$ cat src/rtl/logw_pkg.sv
// Shared types for the circular log writer.
// Assumes: nothing beyond the standard language.
package logw_pkg;

    // Controller sequence states
    typedef enum logic [3:0] {
        S_BOOT,
        S_SCAN_RD,
        S_SCAN_CHK,
        S_LAST_RD,
        S_LAST_CHK,
        S_IDLE,
        S_CMP_RD,
        S_CMP_CHK,
        S_WR_DATA,
        S_NXT_RD,
        S_NXT_CHK,
        S_WR_MARK,
        S_DONE
    } logw_state_e;

endpackage

$ cat src/rtl/logw_ring_step.sv
// Gives the next and previous slot index in a ring of RING_LEN slots.
// Assumes: slot < RING_LEN. A power-of-two length uses natural wrap;
// any other length compares against the last index.
module logw_ring_step #(
    parameter int RING_LEN = 16,
    parameter int SLOT_W   = 4
) (
    input  logic [SLOT_W-1:0] slot,
    output logic [SLOT_W-1:0] slot_nxt,
    output logic [SLOT_W-1:0] slot_prv
);

    generate
        if ((RING_LEN & (RING_LEN - 1)) == 0) begin : g_pow2
            // Wrap comes free from the index width
            assign slot_nxt = slot + SLOT_W'(1);
            assign slot_prv = slot - SLOT_W'(1);
        end else begin : g_any
            localparam logic [SLOT_W-1:0] LAST = SLOT_W'(RING_LEN - 1);
            // Explicit wrap at both ends of the ring
            assign slot_nxt = (slot == LAST) ? '0 : slot + SLOT_W'(1);
            assign slot_prv = (slot == '0) ? LAST : slot - SLOT_W'(1);
        end
    endgenerate

endmodule

$ cat src/rtl/logw_prog_timer.sv
// Keeps the programming window after each memory write and combines it
// with the memory busy flag into one access-permitted signal.
// Assumes: start is the write strobe itself and is high for one cycle.
module logw_prog_timer #(
    parameter int PROG_CYCLES = 500000,
    parameter int CNT_W       = 19
) (
    input  logic clk,
    input  logic rst_n,
    input  logic start,
    input  logic mem_busy,
    output logic can_go
);

    logic [CNT_W-1:0] cnt_q;

    // Load the window on a write, then count it down to zero
    always_ff @(posedge clk) begin
        if (!rst_n) begin
            cnt_q <= '0;
        end else if (start) begin
            cnt_q <= CNT_W'(PROG_CYCLES);
        end else if (cnt_q != '0) begin
            cnt_q <= cnt_q - CNT_W'(1);
        end
    end

    // Access allowed once the window is over and the memory is idle
    assign can_go = (cnt_q == '0) && !mem_busy;

endmodule

$ cat src/rtl/logw_ring_writer.sv
// Circular log writer. Scans the ring for the empty marker after reset,
// then logs host bytes with read-before-write gating. It writes the data
// byte and then, if needed, the empty marker in the following slot.
// Assumes: a synchronous memory with read data valid one cycle after the
// read strobe. A busy flag covers the memory's own write time.
// RING_LEN >= 3.
module logw_ring_writer
    import logw_pkg::*;
#(
    parameter int ADDR_W      = 8,
    parameter int DATA_W      = 8,
    parameter int RING_BASE   = 16,
    parameter int RING_LEN    = 16,
    parameter int PROG_CYCLES = 500000
) (
    input  logic              clk,
    input  logic              rst_n,
    input  logic              upd_req,
    input  logic [DATA_W-1:0] upd_data,
    output logic              upd_ready,
    output logic              upd_done,
    output logic              upd_skip,
    output logic [DATA_W-1:0] newest_val,
    output logic              ring_blank,
    output logic [ADDR_W-1:0] mem_addr,
    output logic [DATA_W-1:0] mem_wdata,
    input  logic [DATA_W-1:0] mem_rdata,
    output logic              mem_rd,
    output logic              mem_wr,
    input  logic              mem_busy
);

    localparam int SLOT_W = (RING_LEN > 1) ? $clog2(RING_LEN) : 1;
    localparam int CNT_W  = $clog2(PROG_CYCLES + 1);
    localparam logic [SLOT_W-1:0] LAST_SLOT = SLOT_W'(RING_LEN - 1);
    localparam logic [DATA_W-1:0] EMPTY     = '1;

    logw_state_e       state_q;
    logic [SLOT_W-1:0] scan_idx_q;
    logic [SLOT_W-1:0] ptr_q;
    logic [SLOT_W-1:0] ptr_nxt;
    logic [SLOT_W-1:0] ptr_prv;
    logic [DATA_W-1:0] data_q;
    logic [DATA_W-1:0] newest_q;
    logic              blank_q;
    logic              skip_q;
    logic              can_go;
    logic              rd_req;
    logic              wr_req;
    logic [SLOT_W-1:0] slot_sel;
    logic [DATA_W-1:0] wdata_sel;

    // Neighbour slots of the write slot
    logw_ring_step #(
        .RING_LEN (RING_LEN),
        .SLOT_W   (SLOT_W)
    ) u_step (
        .slot     (ptr_q),
        .slot_nxt (ptr_nxt),
        .slot_prv (ptr_prv)
    );

    // Programming window and busy gate shared by every access
    logw_prog_timer #(
        .PROG_CYCLES (PROG_CYCLES),
        .CNT_W       (CNT_W)
    ) u_timer (
        .clk      (clk),
        .rst_n    (rst_n),
        .start    (mem_wr),
        .mem_busy (mem_busy),
        .can_go   (can_go)
    );

    // Pick the access each state wants and the slot it targets
    always_comb begin
        rd_req    = 1'b0;
        wr_req    = 1'b0;
        slot_sel  = ptr_q;
        wdata_sel = data_q;
        case (state_q)
            S_SCAN_RD: begin
                rd_req   = 1'b1;
                slot_sel = scan_idx_q;
            end
            S_LAST_RD, S_CMP_RD: begin
                rd_req   = 1'b1;
                slot_sel = ptr_prv;
            end
            S_WR_DATA: begin
                wr_req   = 1'b1;
                slot_sel = ptr_q;
            end
            S_NXT_RD: begin
                rd_req   = 1'b1;
                slot_sel = ptr_nxt;
            end
            S_WR_MARK: begin
                wr_req    = 1'b1;
                slot_sel  = ptr_nxt;
                wdata_sel = EMPTY;
            end
            default: begin
                rd_req = 1'b0;
            end
        endcase
    end

    // Memory strobes fire only when the gate allows
    assign mem_rd    = rd_req & can_go;
    assign mem_wr    = wr_req & can_go;
    assign mem_addr  = ADDR_W'(RING_BASE) + ADDR_W'(slot_sel);
    assign mem_wdata = wdata_sel;

    // Main sequence: scan, restore, then compare-gated logging
    always_ff @(posedge clk) begin
        if (!rst_n) begin
            state_q    <= S_BOOT;
            scan_idx_q <= '0;
            ptr_q      <= '0;
            data_q     <= '0;
            newest_q   <= EMPTY;
            blank_q    <= 1'b0;
            skip_q     <= 1'b0;
        end else begin
            case (state_q)
                S_BOOT: begin
                    state_q <= S_SCAN_RD;
                end
                S_SCAN_RD: begin
                    if (can_go) state_q <= S_SCAN_CHK;
                end
                S_SCAN_CHK: begin
                    if (mem_rdata == EMPTY) begin
                        ptr_q   <= scan_idx_q;
                        state_q <= S_LAST_RD;
                    end else if (scan_idx_q == LAST_SLOT) begin
                        blank_q  <= 1'b1;
                        ptr_q    <= '0;
                        newest_q <= EMPTY;
                        state_q  <= S_IDLE;
                    end else begin
                        scan_idx_q <= scan_idx_q + SLOT_W'(1);
                        state_q    <= S_SCAN_RD;
                    end
                end
                S_LAST_RD: begin
                    if (can_go) state_q <= S_LAST_CHK;
                end
                S_LAST_CHK: begin
                    newest_q <= mem_rdata;
                    state_q  <= S_IDLE;
                end
                S_IDLE: begin
                    if (upd_req) begin
                        data_q <= upd_data;
                        if (upd_data == EMPTY) begin
                            skip_q  <= 1'b1;
                            state_q <= S_DONE;
                        end else begin
                            state_q <= S_CMP_RD;
                        end
                    end
                end
                S_CMP_RD: begin
                    if (can_go) state_q <= S_CMP_CHK;
                end
                S_CMP_CHK: begin
                    if (mem_rdata == data_q) begin
                        skip_q  <= 1'b1;
                        state_q <= S_DONE;
                    end else begin
                        state_q <= S_WR_DATA;
                    end
                end
                S_WR_DATA: begin
                    if (can_go) state_q <= S_NXT_RD;
                end
                S_NXT_RD: begin
                    if (can_go) state_q <= S_NXT_CHK;
                end
                S_NXT_CHK: begin
                    if (mem_rdata == EMPTY) begin
                        skip_q   <= 1'b0;
                        ptr_q    <= ptr_nxt;
                        newest_q <= data_q;
                        state_q  <= S_DONE;
                    end else begin
                        state_q <= S_WR_MARK;
                    end
                end
                S_WR_MARK: begin
                    if (can_go) begin
                        skip_q   <= 1'b0;
                        ptr_q    <= ptr_nxt;
                        newest_q <= data_q;
                        state_q  <= S_DONE;
                    end
                end
                S_DONE: begin
                    state_q <= S_IDLE;
                end
                default: begin
                    state_q <= S_BOOT;
                end
            endcase
        end
    end

    // Host-side outputs decoded from registered state
    assign upd_ready  = (state_q == S_IDLE);
    assign upd_done   = (state_q == S_DONE);
    assign upd_skip   = skip_q;
    assign newest_val = newest_q;
    assign ring_blank = blank_q;

endmodule

$ cat config.mk
export PLATFORM = sky130hd
export DESIGN_NAME = logw_ring_writer
export DESIGN_NICKNAME = d
export VERILOG_FILES = /design/src/rtl/logw_pkg.sv /design/src/rtl/logw_ring_step.sv /design/src/rtl/logw_prog_timer.sv /design/src/rtl/logw_ring_writer.sv
export SDC_FILE = /design/constraint.sdc
export NUM_CORES = 1
export LEC_CHECK = 0
export BUFFER_PORTS_ARGS = -buffer_cell sky130_fd_sc_hd__buf_4
export CAP_MARGIN = 0
export CORE_ASPECT_RATIO = 1.4
export CORE_UTILIZATION = 57
export DETAILED_ROUTE_END_ITERATION = 8
export GPL_TIMING_DRIVEN = 0
export HOLD_SLACK_MARGIN = 0.02
export PLACE_DENSITY = 0.8
export SYNTH_ARGS = -nofsm -noshare
export SYNTH_HDL_FRONTEND = slang
export SYNTH_HIERARCHICAL = 1
export SYNTH_SLANG_ARGS = --single-unit
export TNS_END_PERCENT = 20
$ cat constraint.sdc
create_clock -name clk -period 3.9 [get_ports clk]
set_input_delay 0.78 -clock clk [delete_from_list [all_inputs] [get_ports clk]]
set_output_delay 0.78 -clock clk [all_outputs]
set_load 0.005 [all_outputs]
# Word-level counts from Yosys, hierarchy flattened
# Index checks and enable logic that the tools add are counted.
[word_totals] register_bits=49 latchBits=0 mem_bits_rw=0 mem_bits_ro=0 out_inout_bits=30 wordCells=105 mem_count=0
[classes] n_addsub=5 mul=0 n_div=0 order_cmp=0 n_eq_ne=29 n_shift=0 muxes=35 bitwise_logic=5 n_reduce_logical=22
[op_table] op="2-to-1 mux 4 bit" n=12
[op_table] op="one-hot mux 4 bit (12 select lines)" n=1
[op_table] op="2-to-1 mux 8 bit" n=5
[op_table] op="2-to-1 mux 19 bit" n=2
[op_table] op="one-hot mux 8 bit (4 select lines)" n=1
[op_table] op="== test 4 bit, second input constant" n=6
[op_table] op="one-hot mux 4 bit (3 select lines)" n=2
[op_table] op="inequality test 2 bit, second input constant" n=11
[op_table] op="logical NOT 19 bit" n=1
[op_table] op="nonzero test 19 bit" n=1
[op_table] op="subtractor 19 x 1 -> 19 bit, second input constant" n=1
[op_table] op="== test 4 x 3 -> 1 bit, second input constant" n=4
[op_table] op="== test 8 bit, second input constant" n=2
[op_table] op="2-to-1 mux 3 bit" n=4
[op_table] op="OR reduction 2 bit" n=5
[op_table] op="adder 4 x 1 -> 4 bit, second input constant" n=2
[op_table] op="== test 4 x 2 -> 1 bit, second input constant" n=2
[op_table] op="== test 8 bit" n=1
[op_table] op="nonzero test 4 bit" n=2
[op_table] op="2-to-1 mux 1 bit" n=7
[op_table] op="AND reduction 7 bit" n=1
[op_table] op="adder 5 x 4 -> 6 bit, first input constant" n=1
[op_table] op="AND reduction 3 bit" n=2
[op_table] op="AND reduction 6 bit" n=1
[op_table] op="other kinds (16)" n=19

# Longest topological paths before layout
[depth] ltp_word=5 ltp_mapped=13 ltp_nobuf=12

# Modules after synthesis
# Netlist, hierarchy kept.
[by_module_without_submodules] module="logw_ring_writer" instances=1 cells_per_inst=250 area_each_um2=2043.2 seq_area_each_um2=600.6
[by_module_without_submodules] module="logw_prog_timer" instances=1 cells_per_inst=129 area_each_um2=1068.5 seq_area_each_um2=380.4
[by_module_without_submodules] module="logw_ring_step" instances=1 cells_per_inst=12 area_each_um2=93.8 seq_area_each_um2=0.0

# Worst setup path after synthesis
# OpenSTA, ideal clock, no wires.
[synth_path] path_kind="register to output" start="reg u_timer.cnt_q[0]" end="out mem_wr" t_arrival_ns=2.239 required_time_ns=3.120 path_slack_ns=0.881 stages_incl_launch_ff=10 cell_sequence="dfxtp_1 -> inv_1 -> ha_1 -> or4b_1 -> nor2_1 -> nand2_1 -> nor2_1 -> clkbuf_1 -> o21ai_0 -> nor3b_1"
[synth_via] elab_chain_len=3
[synth_lines] element="from (decl)" line_no="logw_prog_timer.sv:15" text="logic [CNT_W-1:0] cnt_q;"
[synth_lines] element="from (signal assigned)" line_no="logw_prog_timer.sv:22" text="cnt_q <= CNT_W'(PROG_CYCLES);"
[synth_lines] element="from (signal assigned)" line_no="logw_prog_timer.sv:24" text="cnt_q <= cnt_q - CNT_W'(1);"
[synth_lines] element="logical NOT 19 bit" line_no="logw_prog_timer.sv:29" text="assign can_go = (cnt_q == '0) && !mem_busy;"
[synth_lines] element="logical AND 1 bit" line_no="logw_prog_timer.sv:29"
[synth_lines] element="via can_go" line_no="logw_ring_writer.sv:47" text="logic can_go;"
[synth_lines] element="bitwise AND 1 bit" line_no="logw_ring_writer.sv:111" text="assign mem_wr = wr_req & can_go;"
[synth_lines] element="to (decl)" line_no="logw_ring_writer.sv:29" text="output logic mem_wr,"
# The timed path passes the listed nets, and every way through them passes these cells.

# Worst setup path in the final report
# Ends and elaborated chain as after synthesis.

==> impl_metrics.json <==
{
  "rsz0062_at_grt": "no",
  "drc": 0,
  "die_area_sq_mm": 0.00593,
  "setup-tns-final_ns": 0,
  "worstHoldPathType": "reg -> reg",
  "cts_buffers": 5,
  "slowest_delay_ns": 0.58,
  "routed_wirelength_um": 8830,
  "synth.distinct_cells": 65,
  "slew_viol_final": 0,
  "end_kind": "primary output",
  "cp_data_required_time_ns": 3.12,
  "globalRoute.totalOverflow": 0,
  "drt-pass1-iter-count": 5,
  "die_w_um": 65.4,
  "path_cells": "inv_1 > ha_1 > or4b_1 > nor2_4 > nand2_1 > nor2_1 > clkbuf_2 > o21ai_0 > nor3b_2 > buf_4",
  "htreeDepth": 2,
  "layout.cells.most_common": "buf_4",
  "ir_drop_uv": 305,
  "syn2layout_area_growth_pct": 16.6,
  "crit_type": "reg -> out",
  "initial_core_util_pct": 60.8,
  "cts_sinks": 49,
  "synth_top_area_cell": "dfxtp_1",
  "drive_above_1_share_pct": 19.3,
  "n_antenna_cell": 0,
  "gp_routability_congestion": 0.941,
  "period_needed_ns": 3.56,
  "dp_hpwl_um": 6720,
  "num_io_pins": 50,
  "synth_warnings": 6,
  "grt_max_degree": 15,
  "wire_per_inst_um": 17.2,
  "power_density_mw_per_mm2": 647,
  "max_freq_ghz": 0.281,
  "antenna_found_initial": 0,
  "ys_seq_area_share_pct": 30.6,
  "drtAntennaViolNets": 0,
  "synth-main-ff-cell": "dfxtp_1",
  "path_buf_inv": 3,
  "crit_family": "simple AND/OR/NAND/NOR gates",
  "core_area_sq_mm": 0.00528,
  "synthArstFlopShare_pct": 0,
  "period_share_pct": 91.2,
  "clockRootBuffer": "clkbuf_8",
  "worst_pin_slew_ns": 0.947,
  "startpoint_type": "flip-flop",
  "fp-row-count": 31,
  "layout_common_cells": "buf_4 (50), dfxtp_1 (49), nor2_1 (39)",
  "grt_util_all_layers_pct": 31.1,
  "fin_worst_skew_ns": 0.00353,
  "layout.nets": 470,
  "via_per_inst": 6.35,
  "grt_pass1_wl_um": 14500,
  "synth_area_sq_mm": 0.00321,
  "setup_violations": 0,
  "fin_ws_ns": 0.344,
  "p_leak_nw": 1.53,
  "clkTransAtPathRegs_ns": 0.09,
  "synth_area_leaders": "dfxtp_1 (31%), mux2i_1 (6.6%), nor2_1 (4.7%), a21oi_1 (3.9%), a211oi_1 (2.6%)",
  "syn_inst": 391,
  "drtIter0Drc": 244,
  "maxCapViolCount": 0,
  "place_ws_ns": 0.205,
  "avgSynthCellArea_sq_um": 8.20,
  "routed-via-count": 3251,
  "io_buffers": 45,
  "cts_buffer_depth": 2,
  "slowest_stage": "or4b_1",
  "finalHoldViolations": 0,
  "synth-edff-count": 0,
  "grt_pass1_vias": 3122,
  "yosysTopAreaCellShare_pct": 30.6,
  "synth_seq_cells": 49,
  "worstPathArrival_ns": 2.78,
  "die_h_um": 90.7,
  "outcome": "finished clean",
  "cts_tree": "built",
  "path_max_fanout": 10,
  "slew_headroom_pct": 36.7,
  "clock_latency_ns": 0.30
}
[sequential cells by signal (all words and copies together), names as in the netlist]
name	flops
state_q	4
newest_val	8
scan_idx_q	4
ptr_q	4
data_q	8
ring_blank	1
u_timer/cnt_q	19
upd_skip	1
[synth_stat cells, types with 8 or more instances]
cell / number
a211oi_1: 11
a21oi_1: 25
a221oi_1: 8
a31oi_1: 9
clkbuf_1: 13
dfxtp_1: 49
inv_1: 12
mux2i_1: 21
nand2_1: 22
nand2b_1: 9
nand4_1: 9
nor2_1: 40
o21ai_0: 11
or3_1: 13
or4_1: 11
xnor2_1: 9
[path summary, 6_finish.rpt]
kind,cells past startpoint,end,start,slack (ns)
max reg2reg,12,u_timer/cnt_q[5],u_timer/cnt_q[0],0.69
min reg2reg,2,ring_blank,ring_blank,0.47
min,2,ring_blank,ring_blank,0.47
max,10,mem_wr,u_timer/cnt_q[0],0.34
[metal layers]
layer	track usage (%)	vias to the layer above	share of wire [%]
li1	-	1580	-
met2	58.2	122	54
met5	0	-	0
met4	15.4	0	3.9
met3	4.17	31	4.3
met1	32.6	1518	37
[area by class of cell]
| class | instances | area (sq um) |
|---|---|---|
| timing repair buffer | 45 | 338 |
| tap | 66 | 82.6 |
| buffer | 26 | 139 |
| clock inverter | 2 | 10.0 |
| multi-input combinational | 305 | 2070 |
| inverter | 13 | 48.8 |
| clock buffer | 6 | 72.6 |
| fill | 469 | 1540 |
| sequential | 49 | 981 |
[kinds of logic (layout without fill, tap and decap cells)]
| family | count (synthesis) | after routing | share of synthesized area (%) |
|---|---|---|---|
| xor gates and xnor gates | 13 | 13 | 3.55 |
| adders and majority gates | 6 | 6 | 2.26 |
| AOI/OAI and AO/OA | 102 | 102 | 22.0 |
| muxes | 21 | 21 | 6.56 |
| and+or+nand+nor | 159 | 159 | 29.0 |
| buffers and inverters | 39 | 92 | 5.82 |
| DFF | 49 | 49 | 30.6 |
| other | 2 | 4 | 0.234 |
[worst register-to-register path, cell delays in order, from the launching register on]
cell and delay (ns):
dfxtp_1 0.37, inv_1 0.12, ha_1 0.16, or4b_1 0.58, nor2_4 0.25, nand2_1 0.10
nor2_1 0.11, clkbuf_2 0.22, o21ai_0 0.14, nor3b_2 0.27, clkbuf_1 0.37, o41ai_1 0.14
nor4_1 0.29
[power breakdown]
part | switching (mW) | internal, mW | leakage (nW) | total (mW)
clock network | 0.167 | 0.125 | 0.0450 | 0.292
registers | 0.140 | 0.613 | 0.399 | 0.753
logic | 0.802 | 0.573 | 1.09 | 1.37
total | 1.11 | 1.31 | 1.53 | 2.42
[what timing repair did]
item,CTS,global route
gates cloned,0,0
hold buffers,0,0
buffers inserted,0,0
gates resized for setup,1,5
setup endpoints to repair,1,1
[stage by stage]
step / cells / hold WS (ns) / instance area [sq um] / power (mW) / util, %
after CTS: 512 / 0.483 / 3720 / 2.39 / 70.5
after global routing: 512 / 0.509 / 3740 / 2.61 / 70.9
after global placement: 504 / 0.452 / 3630 / 2.04 / 68.9
final: 512 / 0.474 / 3740 / 2.42 / 70.9
after floorplan: 393 / 0.456 / 3210 / 1.72 / -
after detailed placement: 504 / 0.463 / 3630 / 2.08 / 68.9
(Power assumes the default switching activity.)
